File: config.mk
export PLATFORM = sky130hd
export DESIGN_NAME = link_rate_status
export DESIGN_NICKNAME = d
export VERILOG_FILES = /design/src/rtl/lrs_pkg.sv /design/src/rtl/lrs_prescaler.sv /design/src/rtl/lrs_gap_timer.sv /design/src/rtl/lrs_status.sv /design/src/rtl/link_rate_status.sv
export SDC_FILE = /design/constraint.sdc
export NUM_CORES = 1
export LEC_CHECK = 0
export ABC_AREA = 1
export BUFFER_PORTS_ARGS = -buffer_cell sky130_fd_sc_hd__buf_2
export CORE_ASPECT_RATIO = 0.6
export CORE_MARGIN = 3
export CORE_UTILIZATION = 55
export DETAILED_ROUTE_END_ITERATION = 12
export PLACE_DENSITY_LB_ADDON = 0.08
export REMOVE_ABC_BUFFERS = 1
export SYNTH_ARGS = -nofsm -noshare
export SYNTH_HDL_FRONTEND = slang
export SYNTH_SLANG_ARGS = --single-unit
File: constraint.sdc
create_clock -name clk -period 2.3 [get_ports clk]
set_input_delay 0 -clock clk [delete_from_list [all_inputs] [get_ports clk]]
set_output_delay 0 -clock clk [all_outputs]
set_load 0.02 [all_outputs]
File: src/rtl/lrs_pkg.sv
package lrs_pkg;

   // status word layout, most significant bit first
   typedef struct packed {
      logic tx_active;
      logic fault;
      logic tx_room;
      logic rx_full;
      logic rx_active;
      logic fault_irq;
      logic tx_irq;
      logic rx_irq;
   } lrs_status_t;

   localparam int unsigned LRS_N_STICKY = 3;
   localparam int unsigned LRS_N_LIVE   = 5;

endpackage

File: src/rtl/lrs_prescaler.sv
module lrs_prescaler #(
   parameter int unsigned EXP_W = 3
) (
   input  logic             clk,
   input  logic             rst_n,
   input  logic             restart,
   input  logic [EXP_W-1:0] exp_i,
   output logic             halt_o,
   output logic             tick_o
);
   localparam int unsigned HALT_CODE = (1 << EXP_W) - 1;
   localparam int unsigned CNT_W     = HALT_CODE - 1;

   if (EXP_W < 2) begin : g_bad_exp
      $error("lrs_prescaler: EXP_W must be at least 2");
   end

   logic [CNT_W-1:0] cnt;
   logic [CNT_W-1:0] mask;

   // mask holds n low ones for exponent n
   for (genvar i = 0; i < CNT_W; i++) begin : g_mask
      assign mask[i] = (int'(exp_i) > i);
   end

   assign halt_o = (exp_i == EXP_W'(HALT_CODE));
   assign tick_o = !halt_o && ((cnt & mask) == mask);

   always_ff @(posedge clk) begin
      if (!rst_n || restart) begin
         cnt <= '0;
      end else if (!halt_o) begin
         cnt <= cnt + CNT_W'(1);
      end
   end

endmodule

File: src/rtl/lrs_gap_timer.sv
module lrs_gap_timer #(
   parameter int unsigned GAP_W = 5
) (
   input  logic             clk,
   input  logic             rst_n,
   input  logic [GAP_W-1:0] gap_i,
   input  logic             tick_i,
   input  logic             bit_start_i,
   output logic             bit_allow_o
);
   if (GAP_W < 1) begin : g_bad_gap
      $error("lrs_gap_timer: GAP_W must be at least 1");
   end

   logic             armed;
   logic [GAP_W-1:0] left;

   // a fresh bit start takes priority over a tick in the same cycle
   assign bit_allow_o = armed && tick_i && !bit_start_i && (left == '0);

   always_ff @(posedge clk) begin
      if (!rst_n) begin
         armed <= 1'b0;
         left  <= '0;
      end else if (bit_start_i) begin
         armed <= 1'b1;
         left  <= gap_i;
      end else if (armed && tick_i) begin
         if (left == '0) begin
            armed <= 1'b0;
         end else begin
            left <= left - GAP_W'(1);
         end
      end
   end

endmodule

File: src/rtl/lrs_status.sv
module lrs_status
   import lrs_pkg::*;
#(
   parameter int unsigned N_STICKY = LRS_N_STICKY,
   parameter int unsigned N_LIVE   = LRS_N_LIVE
) (
   input  logic                clk,
   input  logic                rst_n,
   input  logic                rd_en,
   input  logic [N_STICKY-1:0] evt_i,
   input  logic [N_LIVE-1:0]   live_i,
   output lrs_status_t         word_o,
   output logic                irq_o
);
   localparam int unsigned WORD_W = N_STICKY + N_LIVE;

   if (WORD_W != $bits(lrs_status_t)) begin : g_bad_word
      $error("lrs_status: sticky plus live bits must fill the status word");
   end

   logic [N_STICKY-1:0] evt_prev;
   logic [N_STICKY-1:0] flags;

   for (genvar i = 0; i < N_STICKY; i++) begin : g_flag
      logic rise;
      assign rise = evt_i[i] && !evt_prev[i];
      always_ff @(posedge clk) begin
         if (!rst_n) begin
            evt_prev[i] <= 1'b0;
            flags[i]    <= 1'b0;
         end else begin
            evt_prev[i] <= evt_i[i];
            flags[i]    <= (flags[i] && !rd_en) || rise;
         end
      end
   end

   assign word_o = lrs_status_t'({live_i, flags});
   assign irq_o  = |flags;

endmodule

File: src/rtl/link_rate_status.sv
module link_rate_status
   import lrs_pkg::*;
#(
   parameter int unsigned EXP_W = 3,
   parameter int unsigned GAP_W = 5
) (
   input  logic       clk,
   input  logic       rst_n,
   input  logic       wr_en,
   input  logic [7:0] wr_data,
   input  logic       rd_en,
   output logic [7:0] rd_data,
   output logic       irq,
   input  logic       evt_rx_byte,
   input  logic       evt_tx_space,
   input  logic       evt_tx_fault,
   input  logic       st_rx_active,
   input  logic       st_rx_full,
   input  logic       st_tx_room,
   input  logic       st_fault,
   input  logic       st_tx_active,
   input  logic       bit_start,
   output logic       sample_tick,
   output logic       bit_allow
);
   localparam int unsigned RATE_W = EXP_W + GAP_W;

   if (RATE_W != 8) begin : g_bad_rate
      $error("link_rate_status: exponent and gap fields must fill 8 bits");
   end

   logic [RATE_W-1:0] rate_q;
   logic [EXP_W-1:0]  rate_exp;
   logic [GAP_W-1:0]  rate_gap;
   logic              halted;
   lrs_status_t       word;

   always_ff @(posedge clk) begin
      if (!rst_n) begin
         rate_q <= '0;
      end else if (wr_en) begin
         rate_q <= wr_data;
      end
   end

   assign rate_exp = rate_q[RATE_W-1 -: EXP_W];
   assign rate_gap = rate_q[GAP_W-1:0];

   lrs_prescaler #(.EXP_W(EXP_W)) i_presc (
      .clk     (clk),
      .rst_n   (rst_n),
      .restart (wr_en),
      .exp_i   (rate_exp),
      .halt_o  (halted),
      .tick_o  (sample_tick)
   );

   lrs_gap_timer #(.GAP_W(GAP_W)) i_gap (
      .clk         (clk),
      .rst_n       (rst_n),
      .gap_i       (rate_gap),
      .tick_i      (sample_tick),
      .bit_start_i (bit_start),
      .bit_allow_o (bit_allow)
   );

   lrs_status i_stat (
      .clk    (clk),
      .rst_n  (rst_n),
      .rd_en  (rd_en),
      .evt_i  ({evt_tx_fault, evt_tx_space, evt_rx_byte}),
      .live_i ({st_tx_active, st_fault, st_tx_room, st_rx_full, st_rx_active}),
      .word_o (word),
      .irq_o  (irq)
   );

   assign rd_data = word;

endmodule

==> metrics.yaml <==
status: "finished, final reports clean"
finalWorstPathRequiredPeriod_ns: 1.62
skew_ns: 0.00333
drive_above_1_share_pct: 18.8
placed_area_um2: 1340
wl_per_cell_um: 12.3
grt_pass1_vias: 1061
drc: 0
power_density_nw_per_um2: 728
critPathSlowestCell: "dfxtp_1"
cts_buffer_depth: 2
synth_seq_cells: 26
synthCells: 174
rsz0062_at_grt: "false"
maxSlewViolCount: 0
fillCellCount: 137
critPathRequiredTime_ns: 2.30
ir_drop_uv: 398
drt-initial-drc-count: 115
antenna_found_initial: 0
crit_path_start_kind: "register"
setup_viol: 0
synth_area_um2: 1260
placementRows: 12
p_leak_nw: 0.728
path_cells: "inv_1 > ha_1 > nand3_2 > or2_1 > inv_1 > buf_2"
cp-end-kind: "output port"
core_area_um2: 2000
vias_per_cell: 5.16
synth.largest_area_cell: "dfxtp_1"
area_delta_synth_final_pct: 21.0
hpwlAfterDp_um: 1950
ios: 32
cp_top_family: "simple AND/OR/NAND/NOR gates"
slowest_delay_ns: 0.31
cts.sinks: 26
drt_pass1_iterations: 4
finalInstanceArea_um2: 1520
post-cts-setup-buffers: 0
worst_hold_slack_ns: 0.000141
worst-path-buf-inv: 3
clk_latency_ns: 0.28
wl_um: 2830
fp.dieH_um: 43.0
grt.total_usage_pct: 21.9
ys_top_cells_by_area: "dfxtp_1 41%, nor2_1 9.0%, nand2_1 8.7%"
cts_tree: "done"
crit_fanout: 8
root_buffer: "clkbuf_8"
fin_nets: 227
grt_max_degree: 18
maxCapViolations: 0
cp.arrival_ns: 1.62
mostFrequentLayoutCells: "30 x nor2_1, 29 x nand2_1, 26 x dfxtp_1, 21 x buf_2, 20 x inv_1"
crit_top_cell: "inv_1"
fmax_mhz: 617
initial_core_util_pct: 63.0
io_buffers: 21
fp.dieW_um: 67.7
fin_crit_sh_pct: 70.4
hold_class: "in -> out"
yosysWarnings: 0
ant_nets: 0
overflow: 0
finalHoldViolations: 0
fin_util_pct: 76.2
cts_buffers: 3
htreeDepth: 1
syn_avg_cell_area_um2: 7.23
tightest_slew_ns: 0.316
vias: 1186
dp_slack_ns: 0.972
final_common_cell: "nor2_1"
antenna_cells: 0
finalSetupTns_ns: 0
ys_seq_area_share_pct: 41.4
clk_pin_slew_ns: 0.09
setup_ws_ns: 0.680
grt_pass1_wl_um: 4820
path_class: "reg -> out"
dieArea_um2: 2910
yosysUniqueCellTypes: 28
synth_top_area_share_pct: 41.4
slew_headroom_pct: 78.8
place_congestion: 0.884
==> power breakdown <==
part	internal, mW	switching, mW
Clock	0.233	0.150
Sequential	0.483	0.0254
Combinational	0.0902	0.125
Total	0.806	0.301
==> state kept, by name (all words and copies together) (netlist names) <==
signal and flops:
i_gap.armed 1, i_stat.evt_prev 3, rate_q 8, i_stat.word_o 3, i_gap.left 5, i_presc.cnt 6
==> area by class of cell <==
| class | instances | area [um2] | share of cell area (%) |
|---|---|---|---|
| multi-input combinational | 118 | 597 | 39.2 |
| sequential | 26 | 520 | 34.2 |
| clock inverter | 1 | 30.0 | 1.97 |
| inverter | 22 | 82.6 | 5.43 |
| clock buffer | 3 | 41.3 | 2.71 |
| tap | 28 | 35.0 | 2.30 |
| timing repair buffer | 32 | 215 | 14.1 |
==> final timing paths <==
check | startpoint | to | slack (ns) | depth (start not counted)
setup / recovery | i_gap.left[1] | bit_allow | 0.68 | 6
hold / removal | st_rx_active | rd_data[3] | 0.0001 | 0
setup reg to reg | i_gap.left[0] | i_gap.left[2] | 0.93 | 6
hold reg to reg | i_stat.evt_prev[1] | i_stat.word_o[1] | 0.43 | 1
==> routing by layer <==
layer / track usage (%) / wire, um / vias up
li1: - / - / 601
met4: 4.84 / 23 / 0
met5: 0 / 0 / -
met2: 30.2 / 1210 / 53
met1: 30.8 / 1340 / 527
met3: 9.79 / 253 / 5
==> Yosys cell counts <==
library cell	n
dfxtp_1	26
inv_2	2
buf_4	5
nand4_1	1
o22ai_1	3
nand2_4	2
nor3_1	1
and3_1	1
nand2_2	2
buf_6	1
nor2_1	30
nand3_1	7
ha_1	3
xnor2_1	1
clkbuf_1	1
o21ai_0	12
nand3_2	1
nand2_1	29
or2_1	1
or2_2	2
nand3b_1	1
o21bai_1	2
inv_1	20
nand3_4	1
buf_2	1
a21oi_1	13
nor2_2	3
o21ai_1	2
==> metrics by stage <==
| stage | total power, mW | std cells |
|---|---|---|
| 3_3_place_gp | 0.705 | 215 |
| 4_1_cts | 1.11 | 230 |
| 5_1_grt | 1.16 | 230 |
| 6_report | 1.11 | 230 |
| 2_1_floorplan | 0.655 | 166 |
| 3_5_place_dp | 0.712 | 215 |
==> kinds of logic (layout without fill, tap and decap cells) <==
| kind of cell | Yosys count | after routing | synth area share (%) |
|---|---|---|---|
| compound gates | 32 | 32 | 13.4 |
| xor+xnor | 1 | 1 | 0.697 |
| fa+ha+maj | 3 | 3 | 2.99 |
| buf+inv | 30 | 58 | 11.1 |
| flops | 26 | 26 | 41.4 |
| simple gates | 82 | 82 | 30.3 |
==> what timing repair did <==
item / CTS / global route
setup endpoints to repair: 0 / 0
gates resized for setup: 0 / 0
hold buffers: 11 / 0
endpoints found under the hold margin: 11 / 0
(Power assumes the default switching activity.)
